==> config.mk <==
export PLATFORM = sky130hd
export DESIGN_NAME = txring_dma
export DESIGN_NICKNAME = d
export VERILOG_FILES = /design/src/rtl/txr_pkg.sv /design/src/rtl/txr_ring_ptr.sv /design/src/rtl/txr_frame_len.sv /design/src/rtl/txr_walker.sv /design/src/rtl/txring_dma.sv
export SDC_FILE = /design/constraint.sdc
export NUM_CORES = 1
export LEC_CHECK = 0
export BUFFER_PORTS_ARGS = -buffer_cell sky130_fd_sc_hd__buf_2
export CAP_MARGIN = 5
export CORE_AREA = 2 2 175 220
export DETAILED_ROUTE_END_ITERATION = 6
export DIE_AREA = 0 0 177 222
export GPL_TIMING_DRIVEN = 1
export PLACE_DENSITY = 0.47
export SLEW_MARGIN = 10
export SYNTH_ARGS = -nofsm -noshare
export SYNTH_HDL_FRONTEND = slang
export SYNTH_SLANG_ARGS = --single-unit
==> constraint.sdc <==
create_clock -name clk -period 9.25 [get_ports clk]
set_input_delay 1.85 -clock clk [delete_from_list [all_inputs] [get_ports clk]]
set_output_delay 1.85 -clock clk [all_outputs]
set_load 0.05 [all_outputs]
==> src/rtl/txr_pkg.sv <==
package txr_pkg;
  typedef enum logic [2:0] {
    S_IDLE, S_HEAD, S_PTR, S_FETCH, S_SEND, S_WBACK
  } walk_state_t;

  typedef struct packed {
    logic [15:0] flags;
    logic [15:0] len;
  } desc_head_t;

  localparam int FLAG_READY = 15;
  localparam int FLAG_WRAP  = 13;
  localparam int FLAG_LAST  = 11;
  localparam logic [15:0] READY_MASK = 16'h8000;
  localparam int DESC_BYTES = 8;
endpackage

==> src/rtl/txr_ring_ptr.sv <==
module txr_ring_ptr import txr_pkg::*; #(
  parameter int ADDR_W     = 32,
  parameter int ALIGN_LOG2 = 2
) (
  input  logic              clk,
  input  logic              rst_n,
  input  logic              enable,
  input  logic              busy,
  input  logic              base_we,
  input  logic [ADDR_W-1:0] base_wdata,
  input  logic              step,
  input  logic              wrap,
  output logic [ADDR_W-1:0] base,
  output logic [ADDR_W-1:0] cur
);
  localparam logic [ADDR_W-1:0] LOW_MASK = ADDR_W'((1 << ALIGN_LOG2) - 1);
  logic [ADDR_W-1:0] aligned_wdata;
  assign aligned_wdata = base_wdata & ~LOW_MASK;

  always_ff @(posedge clk) begin
    if (!rst_n) begin
      base <= '0;
      cur  <= '0;
    end else begin
      if (base_we) base <= aligned_wdata;
      if (step)                 cur <= wrap ? base : cur + ADDR_W'(DESC_BYTES);
      else if (!busy && base_we) cur <= aligned_wdata;
      else if (!busy && !enable) cur <= base;
    end
  end

  a_r11_reload: assert property (@(posedge clk) disable iff (!rst_n)
    (!busy && !enable && !step) |=> (cur == base));
  a_r8_wrap_to_base: assert property (@(posedge clk) disable iff (!rst_n)
    (step && wrap && !base_we) |=> (cur == base));
endmodule

==> src/rtl/txr_frame_len.sv <==
module txr_frame_len #(
  parameter int MAX_FRAME = 2048
) (
  input  logic        clk,
  input  logic        rst_n,
  input  logic        clear,
  input  logic        load,
  input  logic        frame_end,
  input  logic [15:0] desc_len,
  output logic [15:0] take_len,
  output logic        over
);
  localparam int ACC_W = $clog2(MAX_FRAME + 1);
  localparam int SUM_W = ((ACC_W > 16) ? ACC_W : 16) + 1;
  localparam logic [SUM_W-1:0] MAXV = SUM_W'(MAX_FRAME);

  logic [ACC_W-1:0] acc;
  logic [SUM_W-1:0] sum, room;

  assign sum      = SUM_W'(acc) + SUM_W'(desc_len);
  assign room     = MAXV - SUM_W'(acc);
  assign over     = sum > MAXV;
  assign take_len = over ? room[15:0] : desc_len;

  always_ff @(posedge clk) begin
    if (!rst_n || clear || frame_end) acc <= '0;
    else if (load)                    acc <= acc + take_len[ACC_W-1:0];
  end

  a_r9_acc_cap: assert property (@(posedge clk) disable iff (!rst_n)
    SUM_W'(acc) <= MAXV);
endmodule

==> src/rtl/txr_walker.sv <==
module txr_walker import txr_pkg::*; #(
  parameter int ADDR_W   = 32,
  parameter int MAX_DESC = 1024
) (
  input  logic              clk,
  input  logic              rst_n,
  input  logic              enable,
  input  logic              kick,
  input  logic [ADDR_W-1:0] cur_ptr,
  input  logic              mem_ack,
  input  logic [31:0]       mem_rdata,
  input  logic [15:0]       take_len,
  input  logic              take_over,
  input  logic              tx_tready,
  output logic              busy,
  output logic              mem_req,
  output logic              mem_we,
  output logic [ADDR_W-1:0] mem_addr,
  output logic [31:0]       mem_wdata,
  output logic              tx_tvalid,
  output logic [7:0]        tx_tdata,
  output logic              tx_tlast,
  output logic              ptr_step,
  output logic              ptr_wrap,
  output logic              len_clear,
  output logic              len_load,
  output logic [15:0]       desc_len,
  output logic              frame_end,
  output logic              ev_txbuf,
  output logic              ev_txframe,
  output logic              ev_babble
);
  localparam int DCNT_W = $clog2(MAX_DESC + 1);

  walk_state_t       state;
  desc_head_t        head;
  logic [ADDR_W-1:0] bptr;
  logic [15:0]       rem;
  logic [DCNT_W-1:0] dcount;
  logic [7:0]        obyte;
  logic              olast, head_last, last_slot;

  assign head_last = head.flags[FLAG_LAST];
  assign last_slot = (dcount + 1'b1) == DCNT_W'(MAX_DESC);
  assign busy      = (state != S_IDLE);
  assign mem_req   = (state == S_HEAD) || (state == S_PTR) ||
                     (state == S_FETCH) || (state == S_WBACK);
  assign mem_we    = (state == S_WBACK);
  assign mem_wdata = {head.flags & ~READY_MASK, head.len};
  assign tx_tvalid = (state == S_SEND);
  assign tx_tdata  = obyte;
  assign tx_tlast  = olast;
  assign len_clear = (state == S_IDLE) && kick && enable;
  assign len_load  = (state == S_PTR) && mem_ack;
  assign desc_len  = head.len;
  assign ptr_step  = (state == S_WBACK) && mem_ack;
  assign ptr_wrap  = head.flags[FLAG_WRAP];
  assign frame_end = ptr_step && head_last;

  always_comb begin
    case (state)
      S_PTR:   mem_addr = cur_ptr + ADDR_W'(4);
      S_FETCH: mem_addr = {bptr[ADDR_W-1:2], 2'b00};
      default: mem_addr = cur_ptr;
    endcase
  end

  always_ff @(posedge clk) begin
    if (!rst_n) begin
      state      <= S_IDLE;
      head       <= '0;
      bptr       <= '0;
      rem        <= '0;
      dcount     <= '0;
      obyte      <= '0;
      olast      <= 1'b0;
      ev_txbuf   <= 1'b0;
      ev_txframe <= 1'b0;
      ev_babble  <= 1'b0;
    end else begin
      ev_txbuf   <= ptr_step;
      ev_txframe <= frame_end;
      ev_babble  <= len_load && take_over;
      case (state)
        S_IDLE: if (kick && enable) begin
          state  <= S_HEAD;
          dcount <= '0;
        end
        S_HEAD: if (mem_ack) begin
          head  <= mem_rdata;
          state <= mem_rdata[16 + FLAG_READY] ? S_PTR : S_IDLE;
        end
        S_PTR: if (mem_ack) begin
          bptr  <= mem_rdata[ADDR_W-1:0];
          rem   <= take_len;
          state <= (take_len == 16'd0) ? S_WBACK : S_FETCH;
        end
        S_FETCH: if (mem_ack) begin
          obyte <= mem_rdata[{bptr[1:0], 3'b000} +: 8];
          olast <= head_last && (rem == 16'd1);
          state <= S_SEND;
        end
        S_SEND: if (tx_tready) begin
          bptr  <= bptr + ADDR_W'(1);
          rem   <= rem - 16'd1;
          state <= (rem == 16'd1) ? S_WBACK : S_FETCH;
        end
        S_WBACK: if (mem_ack) begin
          dcount <= dcount + 1'b1;
          state  <= last_slot ? S_IDLE : S_HEAD;
        end
        default: state <= S_IDLE;
      endcase
    end
  end

  a_r6_hold: assert property (@(posedge clk) disable iff (!rst_n)
    (tx_tvalid && !tx_tready) |=> (tx_tvalid && $stable(tx_tdata) && $stable(tx_tlast)));
  a_r6_no_fetch: assert property (@(posedge clk) disable iff (!rst_n)
    tx_tvalid |-> !mem_req);
  a_r12_req_hold: assert property (@(posedge clk) disable iff (!rst_n)
    (mem_req && !mem_ack) |=> (mem_req && $stable(mem_addr) && $stable(mem_we) && $stable(mem_wdata)));
  a_r13_idle_quiet: assert property (@(posedge clk) disable iff (!rst_n)
    !busy |-> (!mem_req && !tx_tvalid));
  a_r7_frame_with_buf: assert property (@(posedge clk) disable iff (!rst_n)
    ev_txframe |-> ev_txbuf);
  a_r10_limit: assert property (@(posedge clk) disable iff (!rst_n)
    dcount <= DCNT_W'(MAX_DESC));
  a_r5_last_only_final: assert property (@(posedge clk) disable iff (!rst_n)
    (tx_tvalid && tx_tready && tx_tlast) |=> (state == S_WBACK));
endmodule

==> src/rtl/txring_dma.sv <==
module txring_dma #(
  parameter int ADDR_W     = 32,
  parameter int MAX_FRAME  = 2048,
  parameter int MAX_DESC   = 1024,
  parameter int ALIGN_LOG2 = 2
) (
  input  logic              clk,
  input  logic              rst_n,
  input  logic              enable,
  input  logic              base_we,
  input  logic [ADDR_W-1:0] base_wdata,
  input  logic              kick,
  output logic              busy,
  output logic              mem_req,
  output logic              mem_we,
  output logic [ADDR_W-1:0] mem_addr,
  output logic [31:0]       mem_wdata,
  input  logic              mem_ack,
  input  logic [31:0]       mem_rdata,
  output logic              tx_tvalid,
  input  logic              tx_tready,
  output logic [7:0]        tx_tdata,
  output logic              tx_tlast,
  output logic              ev_txbuf,
  output logic              ev_txframe,
  output logic              ev_babble
);
  logic [ADDR_W-1:0] base, cur;
  logic              step, wrap, len_clear, len_load, frame_end, over;
  logic [15:0]       desc_len, take_len;

  txr_ring_ptr #(.ADDR_W(ADDR_W), .ALIGN_LOG2(ALIGN_LOG2)) u_ptr (
    .clk(clk), .rst_n(rst_n), .enable(enable), .busy(busy),
    .base_we(base_we), .base_wdata(base_wdata), .step(step), .wrap(wrap),
    .base(base), .cur(cur)
  );

  txr_frame_len #(.MAX_FRAME(MAX_FRAME)) u_len (
    .clk(clk), .rst_n(rst_n), .clear(len_clear), .load(len_load),
    .frame_end(frame_end), .desc_len(desc_len), .take_len(take_len), .over(over)
  );

  txr_walker #(.ADDR_W(ADDR_W), .MAX_DESC(MAX_DESC)) u_walk (
    .clk(clk), .rst_n(rst_n), .enable(enable), .kick(kick), .cur_ptr(cur),
    .mem_ack(mem_ack), .mem_rdata(mem_rdata), .take_len(take_len), .take_over(over),
    .tx_tready(tx_tready), .busy(busy), .mem_req(mem_req), .mem_we(mem_we),
    .mem_addr(mem_addr), .mem_wdata(mem_wdata), .tx_tvalid(tx_tvalid),
    .tx_tdata(tx_tdata), .tx_tlast(tx_tlast), .ptr_step(step), .ptr_wrap(wrap),
    .len_clear(len_clear), .len_load(len_load), .desc_len(desc_len),
    .frame_end(frame_end), .ev_txbuf(ev_txbuf), .ev_txframe(ev_txframe),
    .ev_babble(ev_babble)
  );
endmodule

Word level (Yosys, flattened, before mapping)
Cells that the tools add are included.

storage, ports and cells
  output and inout bits = 80
  register bits after elaboration = 179
  input bits = 71
  logic and storage cells = 92

cells by class
  shift-type cells = 1
  $add $sub $neg = 8
  reduce and logical (&&, ||, !) cells = 29
  order comparisons = 1
  multiplexer cells = 26
  equal/unequal tests = 13

operators with widths
  cell                                                                               count
  32-bit 2-to-1 mux                                                                  6
  32-bit one-hot mux with 2 select lines                                             2
  16-bit 2-to-1 mux                                                                  3
  32-bit by 1-bit adder with 32-bit output, second input constant                    1
  32-bit by 3-bit adder with 32-bit output, second input constant                    1
  32-bit by 4-bit adder with 32-bit output, second input constant                    1
  16-bit one-hot mux with 2 select lines                                             1
  32-bit by 6-bit indexed part select with 8-bit output                              1
  3-bit 2-to-1 mux                                                                   8
  11-bit 2-to-1 mux                                                                  2
  11-bit one-hot mux with 2 select lines                                             1
  3-bit one-hot mux with 6 select lines                                              1
  12-bit by 16-bit adder with 17-bit output                                          1
  17-bit by 12-bit greater-than comparator with 1-bit output, second input constant  1
  16-bit by 1-bit equality test with 1-bit output, second input constant             1
  16-bit zero test                                                                   1
  16-bit by 1-bit subtractor with 16-bit output, second input constant               1
  12-bit by 12-bit subtractor with 13-bit output, first input constant               1
  12-bit adder                                                                       1
  11-bit by 1-bit adder with 11-bit output, second input constant                    1
  11-bit equality test, second input constant                                        1
  1-bit logical AND                                                                  10
  2-bit inequality test, second input constant                                       4
  3-bit by 2-bit equality test with 1-bit output, second input constant              2
  13 further kinds                                                                   25

Depth between registers and ports, before layout
  word-level depth = 7
  gate-level depth with buffers = 24
  mapped depth without buffers = 23

Modules after synthesis
Synthesis repeated with hierarchy kept, for this count alone.

second synthesis, totals
  cells, all modules = 1,599
  area, all modules = 12,059.1 µm²

modules (own cells, without submodules)
  module         sequential area each (µm²)  instances  area an instance (µm²)  cells each
  txr_walker     2,102.0                     1          6,736.5                 936
  txr_ring_ptr   1,201.2                     1          3,344.5                 412
  txr_frame_len  240.2                       1          1,978.1                 251

Worst setup path before layout
No wires, ideal clock.

  path kind = register to register
  start = reg u_walk.head (netlist bit u_walk.desc_len[0])
  end = reg u_len.acc[11]
  library setup time = 0.072 ns
  cell stages (with the launch flop) = 23
  setup slack = 4.076 ns
  required time = 9.178 ns
  arrival time = 5.102 ns
  cells stage by stage = dfxtp_1 -> ha_1 -> fa_1 -> nor3_1 -> or4b_1 -> a21oi_1 -> nand4_1 -> o311ai_4 -> nand2_2 -> buf_6 -> mux2i_1 -> inv_1 -> ha_1 -> a21o_1 -> a21o_1 -> a21oi_1 -> o21ai_1 -> a211oi_1 -> o21ai_0 -> a21o_1 -> and3_1 -> nor3_1 -> mux2i_1

on the way
  longest elaborated chain between the ends = 4

ends and longest elaborated chain
  item                                                        RTL line             RTL
  start, declared                                             txr_walker.sv:36     desc_head_t head;
  start signal, assigned                                      txr_walker.sv:90     head <= mem_rdata;
  12-bit by 16-bit adder with 17-bit output                   txr_frame_len.sv:20  assign sum = SUM_W'(acc) + SUM_W'(desc_len);
  17-bit by 12-bit greater-than comparator with 1-bit output  txr_frame_len.sv:22  assign over = sum > MAXV;
  16-bit 2-to-1 mux (*)                                       txr_frame_len.sv:23  assign take_len = over ? room[15:0] : desc_len;
  12-bit adder (*)                                            txr_frame_len.sv:27  else if (load) acc <= acc + take_len[ACC_W-1:0];
  end signal, assigned                                        txr_frame_len.sv:27
  end, declared                                               txr_frame_len.sv:17  logic [ACC_W-1:0] acc;

Mark *: on every way between the ends. The rest lies on a longest branch, timed or not.
A chain may end at the register's enable or synchronous reset.

Worst setup path after layout
Ends and elaborated chain as after synthesis.

==> out/metrics.csv <==
stage;metric;value;unit
floorplanning;initial_core_util;31.7;%
drt;ant_nets;0;
yosys;ys_ff_latch;177;
layout;syn_to_final_growth;14.0;%
outcome;outcome;complete, no violations;
timing;rsz0062_at_grt;no;
drt;drt_iter0_markers;997;
clock_tree;clockBufferDepth;2;
yosys;synth_top_area_cell;dfxtp_1;
layout;nNetsFinal;1729;
critical_path;crit_fanout;14;
min_path;holdCritPathClass;flop to flop;
critical_path;arrival;6090;ps
layout;insertedDiodeCount;0;
drt;wl_per_cell;19.0;um
clock_tree;cts_tree;done;
placement;dpl_worst_slack;3550;ps
drt;via_per_inst;5.45;
yosys;async_flop_share;0;%
timing;fmax;175;MHz
critical_path;r2r_cells;22;
floorplanning;die_x;177;um
critical_path;required;9630;ps
timing;setup_viol;0;
yosys;syn_area_per_cell;7.54;um^2
yosys;syn_inst;1560;
yosys;ys.flop_type;dfxtp_1;
placement;io_buffers;145;
grt;grt_antenna_before_repair;0;
layout;final_cell_mix;238 x nand2_1, 177 x dfxtp_1, 144 x buf_2, 122 x a21oi_1, 107 x nor2_1;
grt;grt_pass1_vias;10800;
grt;grt-ovfl-total;0;
yosys;yosys-top-cells-area;dfxtp_1 30%, nand2_1 7.6%, a21oi_1 5.2%;
timing;period_needed;5700;ps
placement;dp_hpwl;28800;um
power;power_density;167;nW/um^2
layout;final_common_cell;nand2_1;
floorplanning;num_io_pins;151;
critical_path;critPathLaunchType;flop;
drt;drt_first_pass_iters;7;
timing;period_share;61.7;%
yosys;synth_cell_types;81;
drt;vias;11600;
floorplanning;dieArea;39300;um^2
floorplanning;rows;79;
drt;wirelength;40300;um
clock_tree;clock_latency;460;ps
critical_path;end_kind;flop;
clock_tree;cts_sinks;177;
clock_tree;post-cts-setup-buffer-count;0;
clock_tree;path_clk_slew;80;ps
clock_tree;holdBufCountCts;0;
clock_tree;cts-root-buf;clkbuf_16;
critical_path;critPathKind;flop to flop;
grt;grt_max_degree;96;
timing;tightest_slew;1040;ps
grt;grt_pass1_wl;62500;um
yosys;netlist.area_leader.share;30.1;%
placement;gp_congestion;0.855;
timing;finalSetupTns;0;ps
drt;remaining_drc_errors;0;
timing;hold_ws;463;ps
layout;drive_above_1_share;14.5;%
timing;layout_setup_ws;3550;ps
job;maxCapViolCount;0;
floorplanning;dieHeight;222;um
clock_tree;ctsResizeCount;0;
yosys;synthesis.area;11800;um^2
timing;hold_viol;0;
floorplanning;core_area;37100;um^2
yosys;ys_seq_area_share;30.1;%
min_path;holdPathStages;2;
timing;clock_skew;15.7;ps
yosys;yosys_warnings;0;
timing;relSlewSlack;30.6;%
yosys;synth_edf_count;0;
grt;grt_util_all_layers;20.2;%
power;ir_drop;128;uV
power;p_leak;5.35;nW
clock_tree;htree_num_levels;4;
clock_tree;numCtsBuffers;17;
timing;slew_viol_final;0;
[stage by stage]
stage	utilization (%)	area [um^2]	instances	total power, mW
2_1_floorplan	-	11800	1562	1.32
3_3_place_gp	34.6	12800	2093	1.50
3_5_place_dp	34.6	12800	2093	1.50
4_1_cts	36.2	13400	2125	2.26
5_1_grt	36.2	13400	2125	2.34
6_report	36.2	13400	2125	2.24
[path summary, 6_finish.rpt]
path | startpoint | slack (ps) | endpoint
setup / recovery | u_walk.desc_len[0]$_SDFFE_PN0P_ | 3550 | u_len.acc[11]$_SDFFE_PP0P_
hold / removal | u_ptr.base[4]$_SDFFE_PN0P_ | 460 | u_ptr.cur[4]$_SDFFE_PN0P_
setup reg to reg | u_walk.desc_len[0]$_SDFFE_PN0P_ | 3550 | u_len.acc[11]$_SDFFE_PP0P_
hold reg to reg | u_ptr.base[4]$_SDFFE_PN0P_ | 460 | u_ptr.cur[4]$_SDFFE_PN0P_
[worst max-delay path, cell delays in order (launching register included)]
cell       delay [ps]
dfxtp_1           390
ha_1              260
fa_1              420
a21oi_2           190
o211ai_1          180
a2111oi_0         470
mux2i_1           130
a2bb2oi_1         170
o311ai_4          360
nand2_2           320
mux2i_1           430
inv_1              80
ha_1              270
a21o_1            170
a21o_1            200
a21oi_1           200
o21ai_1           140
a211oi_1          360
o21ai_0           140
a21o_1            200
and3_1            130
nor3_1            190
mux2i_1           210
[flip-flops by register name, summed over array words and instances (netlist names), 11 cells and up]
name              count
u_walk.rem           16
u_walk.desc_len      16
u_ptr.cur            30
u_walk.mem_wdata     15
u_walk.dcount        11
u_walk.bptr          32
u_ptr.base           30
u_len.acc            12
[cells by family (layout without fill, tap and decap cells)]
group | after synthesis | count (layout) | synth area share [%]
AO/OA/AOI/OAI | 465 | 465 | 26.2
flip-flops | 177 | 177 | 30.1
other | 1 | 3 | 0.0319
multiplexers | 66 | 66 | 6.67
XOR/XNOR | 42 | 42 | 3.13
adder cells (fa/ha/maj) | 32 | 32 | 3.53
AND/OR/NAND/NOR | 621 | 621 | 25.2
buffers and inverters | 156 | 233 | 5.17
[routing by layer]
metal	track usage [%]	routed length, um	vias up
met4	6.56	885	0
li1	-	-	5751
met5	0	0	-
met2	31.6	18500	287
met1	28.2	19000	5500
met3	3.05	1860	44
[synthesized netlist by cell type, drive strengths merged, types with 8 or more instances]
cell type and number:
a21boi 55, a21o 11, a21oi 125, a221oi 18, a222oi 13, a22oi 17, a31oi 15, and2 31
and3 28, buf 11, clkbuf 110, dfxtp 177, ha 30, inv 34, mux2 10, mux2i 48
mux4 8, nand2 240, nand3 43, nand4 11, nor2 107, nor2b 61, nor3 45, nor4 11
o211ai 8, o21ai 107, o22ai 30, xnor2 22, xor2 20
[power by group]
part	leakage [nW]	internal [mW]	total [mW]	switching, mW
combinational	3.63	0.197	0.612	0.416
sequential	1.44	0.806	0.875	0.0698
clock	0.282	0.375	0.748	0.373
total	5.35	1.38	2.24	0.858
[area by class of cell]
cell class	instances	area, um^2
clock buffers	19	453
clock inverters	13	135
fillers	3952	23700
inverters	35	131
multi-input cells	1229	7650
flip-flops and latches	177	3540
well taps	486	608
repair buffers	166	886
Power figures use the tool's default switching activity.
